===== config.mk =====
export PLATFORM = sky130hd
export DESIGN_NAME = spi_hdr_responder
export DESIGN_NICKNAME = d
export VERILOG_FILES = /design/src/rtl/shr_pkg.sv /design/src/rtl/shr_pin_sync.sv /design/src/rtl/shr_shifter.sv /design/src/rtl/shr_txn_ctrl.sv /design/src/rtl/spi_hdr_responder.sv
export SDC_FILE = /design/constraint.sdc
export NUM_CORES = 1
export LEC_CHECK = 0
export BUFFER_PORTS_ARGS = -buffer_cell sky130_fd_sc_hd__buf_2
export CORE_ASPECT_RATIO = 1.75
export CORE_MARGIN = 2
export CORE_UTILIZATION = 30
export DETAILED_ROUTE_END_ITERATION = 8
export GPL_ROUTABILITY_DRIVEN = 0
export PLACE_DENSITY = 0.53
export SKIP_LAST_GASP = 1
export SYNTH_ARGS = -nofsm -noshare
export SYNTH_HDL_FRONTEND = slang
export SYNTH_HIERARCHICAL = 1
export SYNTH_SLANG_ARGS = --single-unit

===== constraint.sdc =====
create_clock -name clk -period 9.5 [get_ports clk]
set_clock_uncertainty 0.05 [all_clocks]
set_input_delay 0.95 -clock clk [delete_from_list [all_inputs] [get_ports clk]]
set_output_delay 0.95 -clock clk [all_outputs]
set_load 0.05 [all_outputs]

===== src/rtl/shr_pkg.sv =====
package shr_pkg;

   localparam int HDR_BYTES = 5;
   localparam logic [7:0] CTRL_WRITE = 8'h0A;
   localparam logic [7:0] CTRL_READ  = 8'h0B;

   typedef enum logic [2:0] {
      ST_IDLE,
      ST_WAKE,
      ST_HDR,
      ST_DATA,
      ST_HOLD,
      ST_GAP
   } shr_state_e;

   typedef enum logic [1:0] {
      OP_WRITE,
      OP_READ,
      OP_BAD
   } shr_op_e;

   function automatic shr_op_e decode_ctrl(input logic [7:0] b);
      if (b == CTRL_WRITE) return OP_WRITE;
      if (b == CTRL_READ)  return OP_READ;
      return OP_BAD;
   endfunction

endpackage


===== src/rtl/shr_pin_sync.sv =====
module shr_pin_sync #(
   parameter int          N       = 3,
   parameter int          STAGES  = 2,
   parameter logic [N-1:0] RST_VAL = '0
) (
   input  logic         clk,
   input  logic         rst_n,
   input  logic [N-1:0] d_i,
   output logic [N-1:0] q_o
);

   for (genvar g = 0; g < N; g++) begin : g_bit
      logic [STAGES-1:0] chain;
      always_ff @(posedge clk or negedge rst_n) begin
         if (!rst_n) chain <= {STAGES{RST_VAL[g]}};
         else        chain <= {chain[STAGES-2:0], d_i[g]};
      end
      assign q_o[g] = chain[STAGES-1];
   end

endmodule


===== src/rtl/shr_shifter.sv =====
module shr_shifter (
   input  logic       clk,
   input  logic       rst_n,
   input  logic       active_i,
   input  logic       sclk_i,
   input  logic       mosi_i,
   input  logic       ld_i,
   input  logic [7:0] ld_byte_i,
   output logic       miso_o,
   output logic       done_o,
   output logic [7:0] rx_byte_o
);

   logic       sclk_d;
   logic       rise;
   logic [2:0] bit_q;
   logic [7:0] tx_sr;
   logic [6:0] rx_sr;

   assign rise = sclk_i & ~sclk_d & active_i;

   always_ff @(posedge clk or negedge rst_n) begin
      if (!rst_n) begin
         sclk_d    <= 1'b0;
         bit_q     <= '0;
         tx_sr     <= '0;
         rx_sr     <= '0;
         done_o    <= 1'b0;
         rx_byte_o <= '0;
      end else begin
         sclk_d <= sclk_i;
         done_o <= 1'b0;
         if (!active_i) begin
            bit_q <= '0;
            tx_sr <= '0;
         end else begin
            if (ld_i)      tx_sr <= ld_byte_i;
            else if (rise) tx_sr <= {tx_sr[6:0], 1'b0};
            if (rise) begin
               rx_sr <= {rx_sr[5:0], mosi_i};
               bit_q <= bit_q + 3'd1;
               if (bit_q == 3'd7) begin
                  done_o    <= 1'b1;
                  rx_byte_o <= {rx_sr, mosi_i};
               end
            end
         end
      end
   end

   assign miso_o = active_i & tx_sr[7];

endmodule


===== src/rtl/shr_txn_ctrl.sv =====
module shr_txn_ctrl
   import shr_pkg::*;
#(
   parameter int         SIZE_W     = 16,
   parameter int         WAKE_CYC   = 40,
   parameter int         GAP_CYC    = 24,
   parameter logic [7:0] START_BYTE = 8'h02
) (
   input  logic              clk,
   input  logic              rst_n,
   input  logic              cs_low_i,
   input  logic              done_i,
   input  logic [7:0]        rx_byte_i,
   input  logic [SIZE_W-1:0] wbuf_i,
   input  logic [SIZE_W-1:0] rbuf_i,
   input  logic              rd_valid_i,
   input  logic [7:0]        rd_data_i,
   output logic              ld_o,
   output logic [7:0]        ld_byte_o,
   output logic              rd_pop_o,
   output logic              wr_push_o,
   output logic [7:0]        wr_data_o,
   output logic              irq_o,
   output logic              err_o,
   output logic [31:0]       snap_o
);

   localparam int TMR_MAX = (WAKE_CYC > GAP_CYC) ? WAKE_CYC : GAP_CYC;
   localparam int TMR_W   = $clog2(TMR_MAX + 1);
   localparam logic [TMR_W-1:0] WAKE_END = TMR_W'(WAKE_CYC - 1);
   localparam logic [TMR_W-1:0] GAP_END  = TMR_W'(GAP_CYC - 1);
   localparam logic [2:0] IDX_LAST = 3'(HDR_BYTES - 1);

   shr_state_e       state_q;
   shr_op_e          op_q, op_dec, cur_op;
   logic             irq_q, err_q;
   logic [7:0]       ctrl_q;
   logic [2:0]       idx_q;
   logic [15:0]      cnt_q, lim_q, cur_cnt, cur_lim;
   logic [15:0]      snap_w_q, snap_r_q;
   logic [TMR_W-1:0] tmr_q;
   logic             pending, hdr_last, enter_hdr, pay_slot;
   logic [7:0]       hdr_next;

   assign pending = |rbuf_i;

   always_comb begin
      op_dec    = decode_ctrl(ctrl_q);
      hdr_last  = (state_q == ST_HDR) && (idx_q == IDX_LAST);
      enter_hdr = cs_low_i && (((state_q == ST_IDLE) && irq_q) ||
                               ((state_q == ST_WAKE) && (tmr_q == WAKE_END)));
      cur_op    = (state_q == ST_HDR) ? op_dec : op_q;
      cur_cnt   = hdr_last ? 16'd0 : cnt_q;
      cur_lim   = hdr_last ? ((op_dec == OP_READ) ? snap_r_q : snap_w_q) : lim_q;
      pay_slot  = done_i && (hdr_last || (state_q == ST_DATA));
      rd_pop_o  = pay_slot && (cur_op == OP_READ) && (cur_cnt < cur_lim) && rd_valid_i;
      wr_push_o = done_i && (state_q == ST_DATA) && (op_q == OP_WRITE) && (cnt_q < lim_q);
      wr_data_o = rx_byte_i;
      ld_o      = enter_hdr || (done_i && ((state_q == ST_HDR) || (state_q == ST_DATA) ||
                                           (state_q == ST_HOLD)));
      case (idx_q)
         3'd0:    hdr_next = snap_w_q[7:0];
         3'd1:    hdr_next = snap_w_q[15:8];
         3'd2:    hdr_next = snap_r_q[7:0];
         default: hdr_next = snap_r_q[15:8];
      endcase
      if (enter_hdr)                            ld_byte_o = START_BYTE;
      else if ((state_q == ST_HDR) && !hdr_last) ld_byte_o = hdr_next;
      else if (rd_pop_o)                        ld_byte_o = rd_data_i;
      else                                      ld_byte_o = 8'h00;
   end

   // header snapshot follows the inputs only while IRQ is low
   always_ff @(posedge clk or negedge rst_n) begin
      if (!rst_n) begin
         snap_w_q <= '0;
         snap_r_q <= '0;
      end else if (!irq_q) begin
         snap_w_q <= 16'(wbuf_i);
         snap_r_q <= (state_q == ST_WAKE) ? 16'd0 : 16'(rbuf_i);
      end
   end

   always_ff @(posedge clk or negedge rst_n) begin
      if (!rst_n) begin
         state_q <= ST_IDLE;
         op_q    <= OP_BAD;
         irq_q   <= 1'b0;
         err_q   <= 1'b0;
         ctrl_q  <= '0;
         idx_q   <= '0;
         cnt_q   <= '0;
         lim_q   <= '0;
         tmr_q   <= '0;
      end else begin
         case (state_q)
            ST_IDLE: begin
               if (cs_low_i) begin
                  if (irq_q) begin
                     state_q <= ST_HDR;
                     idx_q   <= '0;
                     err_q   <= 1'b0;
                  end else begin
                     state_q <= ST_WAKE;
                     tmr_q   <= '0;
                  end
               end else begin
                  irq_q <= pending;
               end
            end
            ST_WAKE: begin
               if (!cs_low_i) begin
                  state_q <= ST_GAP;
                  tmr_q   <= '0;
               end else if (tmr_q == WAKE_END) begin
                  state_q <= ST_HDR;
                  irq_q   <= 1'b1;
                  idx_q   <= '0;
                  err_q   <= 1'b0;
               end else begin
                  tmr_q <= tmr_q + 1'b1;
               end
            end
            ST_HDR, ST_DATA, ST_HOLD: begin
               if (!cs_low_i) begin
                  state_q <= ST_GAP;
                  tmr_q   <= '0;
                  irq_q   <= 1'b0;
               end else if (done_i) begin
                  if (state_q == ST_HDR) begin
                     if (idx_q == 3'd0) ctrl_q <= rx_byte_i;
                     if (hdr_last) begin
                        irq_q <= 1'b0;
                        op_q  <= op_dec;
                        lim_q <= cur_lim;
                        cnt_q <= (op_dec == OP_READ) ? 16'd1 : 16'd0;
                        if (op_dec == OP_BAD) begin
                           err_q   <= 1'b1;
                           state_q <= ST_HOLD;
                        end else begin
                           state_q <= ST_DATA;
                        end
                     end else begin
                        idx_q <= idx_q + 3'd1;
                     end
                  end else if (state_q == ST_DATA) begin
                     if (cnt_q != 16'hFFFF) cnt_q <= cnt_q + 16'd1;
                  end
               end
            end
            ST_GAP: begin
               if (tmr_q == GAP_END) state_q <= ST_IDLE;
               else                  tmr_q   <= tmr_q + 1'b1;
            end
            default: state_q <= ST_IDLE;
         endcase
      end
   end

   assign irq_o  = irq_q;
   assign err_o  = err_q;
   assign snap_o = {snap_w_q, snap_r_q};

endmodule


===== src/rtl/spi_hdr_responder.sv =====
module spi_hdr_responder #(
   parameter int         SIZE_W      = 16,
   parameter int         WAKE_CYC    = 40,
   parameter int         GAP_CYC     = 24,
   parameter int         SYNC_STAGES = 2,
   parameter logic [7:0] START_BYTE  = 8'h02
) (
   input  logic              clk,
   input  logic              rst_n,
   input  logic              spi_sclk,
   input  logic              spi_cs_n,
   input  logic              spi_mosi,
   output logic              spi_miso,
   output logic              irq_o,
   input  logic [SIZE_W-1:0] wbuf_size_i,
   input  logic [SIZE_W-1:0] rbuf_size_i,
   input  logic [7:0]        rd_data_i,
   input  logic              rd_valid_i,
   output logic              rd_pop_o,
   output logic [7:0]        wr_data_o,
   output logic              wr_push_o,
   output logic              ctrl_err_o
);

   localparam int PIN_N = 3;

   if (SIZE_W < 1 || SIZE_W > 16) begin : g_bad_size
      $error("SIZE_W must be 1..16");
   end
   if (SYNC_STAGES < 2) begin : g_bad_sync
      $error("SYNC_STAGES must be at least 2");
   end
   if (WAKE_CYC < 1 || GAP_CYC < 1) begin : g_bad_timer
      $error("WAKE_CYC and GAP_CYC must be at least 1");
   end

   logic [PIN_N-1:0] pins_s;
   logic             done, ld;
   logic [7:0]       rx_byte, ld_byte;
   logic [31:0]      hdr_snap;

   shr_pin_sync #(
      .N       (PIN_N),
      .STAGES  (SYNC_STAGES),
      .RST_VAL (3'b100)
   ) u_sync (
      .clk   (clk),
      .rst_n (rst_n),
      .d_i   ({spi_cs_n, spi_mosi, spi_sclk}),
      .q_o   (pins_s)
   );

   shr_shifter u_shift (
      .clk       (clk),
      .rst_n     (rst_n),
      .active_i  (~pins_s[2]),
      .sclk_i    (pins_s[0]),
      .mosi_i    (pins_s[1]),
      .ld_i      (ld),
      .ld_byte_i (ld_byte),
      .miso_o    (spi_miso),
      .done_o    (done),
      .rx_byte_o (rx_byte)
   );

   shr_txn_ctrl #(
      .SIZE_W     (SIZE_W),
      .WAKE_CYC   (WAKE_CYC),
      .GAP_CYC    (GAP_CYC),
      .START_BYTE (START_BYTE)
   ) u_ctrl (
      .clk        (clk),
      .rst_n      (rst_n),
      .cs_low_i   (~pins_s[2]),
      .done_i     (done),
      .rx_byte_i  (rx_byte),
      .wbuf_i     (wbuf_size_i),
      .rbuf_i     (rbuf_size_i),
      .rd_valid_i (rd_valid_i),
      .rd_data_i  (rd_data_i),
      .ld_o       (ld),
      .ld_byte_o  (ld_byte),
      .rd_pop_o   (rd_pop_o),
      .wr_push_o  (wr_push_o),
      .wr_data_o  (wr_data_o),
      .irq_o      (irq_o),
      .err_o      (ctrl_err_o),
      .snap_o     (hdr_snap)
   );

endmodule


* After elaboration in Yosys (flattened, before gate mapping) *
Cells that the tools add are included.

word-level totals
  logic and storage cells = 183
  bits of input ports = 46
  flip-flop bits (word level) = 122
  output and inout port bits = 13

cells by class
  reduce and logical (&&, ||, !) cells = 40
  equal/unequal tests = 38
  muxes and demuxes = 74
  bitwise logic cells = 5
  $add $sub $neg = 4
  magnitude comparators = 2

operator list
  kind                     count
  $mux W16                 8
  $mux W3                  19
  $mux W8                  6
  $mux W6                  6
  $lt A16 B16 Y1           2
  $pmux W6 S4              1
  $pmux W8 S3              1
  $mux W1                  23
  $ne A2 B2 Y1 const B     10
  $reduce_and A6 Y1        3
  $add A16 B1 Y16 const B  1
  $eq A8 B4 Y1 const B     2
  $ne A16 B16 Y1 const B   1
  $reduce_or A16 Y1        1
  $logic_and A1 B1 Y1      13
  $eq A3 B3 Y1 const B     4
  $mux W2                  6
  $ne A2 B1 Y1 const B     6
  $pmux W3 S4              1
  $reduce_and A10 Y1       1
  $reduce_and A5 Y1        2
  $eq A3 B2 Y1 const B     3
  $ne A3 B3 Y1 const B     3
  $pmux W3 S3              1
  other kinds (23)         39

* Depth between registers and ports, before layout *
  depth in word-level cells = 16
  gate-level depth with buffers = 16
  mapped depth without buffers = 14

* Cells and area by module *
Netlist, hierarchy kept.

modules (own cells, without submodules)
  module             instances  cells an instance  sequential area each (um^2)  area an instance (um^2)
  shr_txn_ctrl       1          600                2203.4                       5701.7
  shr_shifter        1          85                 700.7                        1183.6
  shr_pin_sync       1          9                  152.6                        175.2
  spi_hdr_responder  1          1                  0.0                          3.8

* Least setup slack after synthesis *
Ideal clock, no wire load.

  path kind = flip-flop to output port
  from = register u_ctrl.ctrl_q[5]
  to = output port rd_pop_o
  path slack = 4.988 ns
  arrival = 3.512 ns
  path buffers = 1
  stages on the path, launching flop included = 13
  required time = 8.500 ns
  path through = dfrtp_1 -> or4_4 -> nor2_8 -> buf_2 -> mux2i_1 -> nand2_1 -> o21ai_0 -> ha_1 -> a21oi_1 -> a21boi_0 -> o31ai_1 -> o211ai_1 -> nor2_1

between the ends
  word-level cells in the longest chain between the ends = 11
  elaborated cells on any way between the ends = 17
  those cells by class = order compare (1); eq/ne (4); mux (9); reduce/logical (3)

ends and longest elaborated chain
  element                              RTL line                 source
  start, declared                      shr_txn_ctrl.sv:37       logic [7:0] ctrl_q;
  start signal, assigned               shr_txn_ctrl.sv:131      if (idx_q == 3'd0) ctrl_q <= rx_byte_i;
  $eq A8 B4 Y1                         shr_pkg.sv:24            if (b == CTRL_READ) return OP_READ;
  $mux W1 (2 in series)                shr_pkg.sv:24
  $mux W2                              shr_pkg.sv:25            return OP_BAD;
  $mux W2 *                            shr_pkg.sv:24
  $eq A2 B1 Y1                         shr_txn_ctrl.sv:54       cur_lim = hdr_last ? ((op_dec == OP_READ) ? snap_r_q : snap_w_q) : lim_q;
  $mux W16 (2 in series)               shr_txn_ctrl.sv:54
  $lt A16 B16 Y1                       shr_txn_ctrl.sv:56       rd_pop_o = pay_slot && (cur_op == OP_READ) && (cur_cnt < cur_lim) && rd_valid_i;
  $logic_and A1 B1 Y1 * (2 in series)  shr_txn_ctrl.sv:56
  end, declared                        spi_hdr_responder.sv:19  output logic rd_pop_o,

Mark *: on every way between the ends. The rest lies on a longest branch, timed or not. The select of a mux whose other input is x is not followed.

* Worst setup path after layout *
  from = register u_ctrl.idx_q[0]
  to = output port rd_pop_o

between the ends
  word-level cells in the longest chain between the ends = 7
  elaborated cells on any way between the ends = 10
  those cells by class = order compare (1); eq/ne (1); mux (2); reduce/logical (6)

ends and longest elaborated chain
  element                                                                 RTL line             source
  start, declared                                                         shr_txn_ctrl.sv:38   logic [2:0] idx_q;
  start signal, assigned                                                  shr_txn_ctrl.sv:144  idx_q <= idx_q + 3'd1;
  $eq A3 B3 Y1 *                                                          shr_txn_ctrl.sv:49   hdr_last = (state_q == ST_HDR) && (idx_q == IDX_LAST);
  $logic_and A1 B1 Y1 *                                                   shr_txn_ctrl.sv:49
  parallel branches: the longest is 3 deep, another holds $lt A16 B16 Y1  --
  $logic_and A1 B1 Y1 * (2 in series)                                     shr_txn_ctrl.sv:56

Every way passes the cells marked *.

==> flow_summary.json <==
{
  "synth_top_cell_area_share": 0.4215,
  "dpl_cell_area_um2": 7541,
  "fin_tns_setup_ps": 0,
  "hpwl_um": 14040,
  "coreArea_um2": 23240,
  "required_ps": 8500,
  "peakVddDrop_mv": 0.1447,
  "dp_cells": 1017,
  "yosys_most_used_dff": "dfrtp_1",
  "grt_max_degree": 69,
  "powerDensity_nw_per_um2": 246.6,
  "routed_wl_um": 18830,
  "postCtsHoldBufs": 0,
  "regArea_um2": 3057,
  "drive_gt1_frac": 0.2161,
  "cts_root_buffer": "clkbuf_16",
  "slew_headroom": 0.3726,
  "avgSynthCellArea_um2": 10.16,
  "cts_tree": "yes",
  "num_vias": 5409,
  "syn-cell-area_um2": 7064,
  "ant_nets": 0,
  "rsz0062_at_grt": "no",
  "wire_per_inst_um": 17.95,
  "grt_pass1_vias": 5526,
  "clk_pin_slew_ps": 60,
  "final_hold_viol_count": 0,
  "htreeDepth": 4,
  "grt_first_pass_wirelength_um": 30230,
  "finalPower_w": 0.002016,
  "io_buffers": 58,
  "stdcell_count": 1049,
  "cts_buffer_depth": 2,
  "cts_sinks": 122,
  "n_antenna_cell": 0,
  "async_flop_share": 1.000,
  "synth_common_cells": "dfrtp_1 (119), a21oi_1 (56), nand2_1 (45), nor2_1 (45), o21ai_0 (42)",
  "leakagePower_nw": 3.638,
  "clock_latency_ps": 420,
  "synth_seq_area_share": 0.4327,
  "synth_edf_count": 0,
  "fin_area_um2": 8175,
  "fmax_ghz": 0.1951,
  "firstDrtPassIters": 5,
  "maxCapViolations": 0,
  "crit_fanout": 51,
  "synth.most_common_cell": "dfrtp_1",
  "start_util": 0.3040,
  "fin_crit_ps": 5124,
  "crit_path_frequent_cell": "ha_1",
  "fin_crit_sh": 0.5394,
  "vias_per_cell": 5.156,
  "row_count": 74,
  "grtUsageTotal": 0.1589,
  "tightestPinTransition_ps": 940.0,
  "path_cells": "inv_1, ha_1, nand2_4, nor2_8, o21ai_0, ha_1, nand4_1, nor4_1, o221ai_1, a31oi_4, nor2_1, buf_2",
  "finalSetupViolations": 0,
  "syn_nets": 779,
  "worstRegToRegCells": 13,
  "nFillCells": 2344,
  "die_width_um": 120,
  "first_iter_violations": 298,
  "netlist_instances": 695,
  "ys_top_cells_by_area": "dfrtp_1 (42%), ha_1 (6.7%), mux2_2 (6.5%), a21oi_1 (4.0%), mux2i_1 (3.7%)",
  "postCtsResizedCells": 0,
  "whs_ps": 301.8,
  "ios": 59,
  "area_growth_syn_to_layout_pct": 15.73,
  "critical_path_class": "flip-flop to output port",
  "worstPathArrival_ps": 4120,
  "start_kind": "flip-flop",
  "overflow": 0,
  "drcViolationCount": 0,
  "cpMaxStageDelayCell": "nor2_8",
  "cts_setup_buffers": 0,
  "synth.distinct_cells": 76,
  "holdPathStages": 0,
  "outcome": "completed",
  "synth-seq-cells": 122,
  "worstSetupEndpointType": "output port",
  "antenna_found_initial": 0,
  "multi_input_area_um2": 3650,
  "yosysTopAreaCell": "dfrtp_1",
  "nNetsFinal": 816,
  "fp.dieH_um": 207.0,
  "yosys_warnings": 6,
  "cpPeakStageDelay_ps": 530,
  "finalMaxSlewViolations": 0,
  "hold_path.class": "flip-flop to flip-flop",
  "numCtsBuffers": 17,
  "die_area_um2": 24840
}
-- registers in the layout, indices dropped and copies added (netlist names) --
register            flops
u_ctrl/state_q          3
u_ctrl/irq_o            1
u_ctrl/err_o            1
u_ctrl/snap_r_q        16
u_shift/tx_sr           8
u_ctrl/snap_w_q        16
u_shift/rx_sr           7
u_ctrl/cnt_q           16
u_ctrl/op_q             2
u_ctrl/idx_q            3
u_sync/g_bit.chain      6
u_shift/sclk_d          1
u_ctrl/lim_q           16
u_shift/rx_byte_o       8
u_ctrl/ctrl_q           8
u_shift/done_o          1
u_ctrl/tmr_q            6
u_shift/bit_q           3
-- layer usage --
layer  up-vias  GRT usage  part of all wire
li1       2604          -                 -
met1      2654     0.1778              0.41
met2       127     0.2940              0.54
met3        24    0.02637             0.024
met4         0    0.06891             0.029
met5         -          0                 0
-- worst max-delay path, delay by kind of cell (launching register included) --
kind / cells / cell delay [ps]
AOI/OAI and AO/OA: 3 / 730
and+or+nand+nor: 5 / 1410
buffers and inverters: 2 / 330
adders and majority gates: 2 / 800
DFF: 1 / 420
-- stage by stage --
step                        util  setup slack [ps]
after floorplan                -              4988
after global placement    0.3245              4900
after detailed placement  0.3245              4807
after CTS                 0.3518              4329
after global routing      0.3518              3931
final                     0.3518              4376
-- power by group --
group	internal, W	leakage (nW)	switching (W)
clock network	0.000464	0.304	0.000236
registers	0.000626	1.60	0.000130
logic	0.000245	1.74	0.000315
-- cell families (layout without fill, tap and decap cells) --
kind of cell,count (synthesis),in the layout,synth area share
flip-flops,122,122,0.4327
AO/OA/AOI/OAI,181,181,0.1738
adder cells (fa/ha/maj),38,38,0.06730
buffers and inverters,80,130,0.05207
AND/OR/NAND/NOR,197,197,0.1578
XOR/XNOR,8,8,0.009919
multiplexers,69,69,0.1064
-- placed cells by master, fill, tap and decap left out, types with 9 or more instances in the layout --
master	n
nand3_1	12
mux2_2	41
clkbuf_16	17
nor2b_1	21
buf_2	57
o21ai_0	42
dfrtp_1	119
nor2_1	45
a22o_1	16
inv_1	37
mux2i_1	26
a21oi_1	55
nand2_1	45
nand2b_1	9
ha_1	38
-- path summary, 6_finish.rpt --
| path | startpoint | endpoint | slack [ps] |
|---|---|---|---|
| min in group asynchronous | rst_n | u_ctrl/snap_w_q[12] | 530 |
| min reg2reg | u_sync/g_bit[1].chain[0] | u_sync/g_bit[1].chain[1] | 300 |
| max | u_ctrl/idx_q[0] | rd_pop_o | 4380 |
| min | u_sync/g_bit[1].chain[0] | u_sync/g_bit[1].chain[1] | 300 |
| max in group asynchronous | rst_n | u_ctrl/irq_o | 7540 |
| max reg2reg | u_ctrl/idx_q[0] | u_shift/tx_sr[3] | 5510 |
-- area by class of cell --
cell class                      instances  area share
Clock buffer                           20     0.05341
Multi-Input combinational cell        493      0.4464
Sequential cell                       122      0.3739
Tap cell                              304     0.04653
Inverter                               37     0.01699
Clock inverter                         12     0.02418
Timing Repair Buffer                   61     0.03857
(Power assumes the default switching activity.)
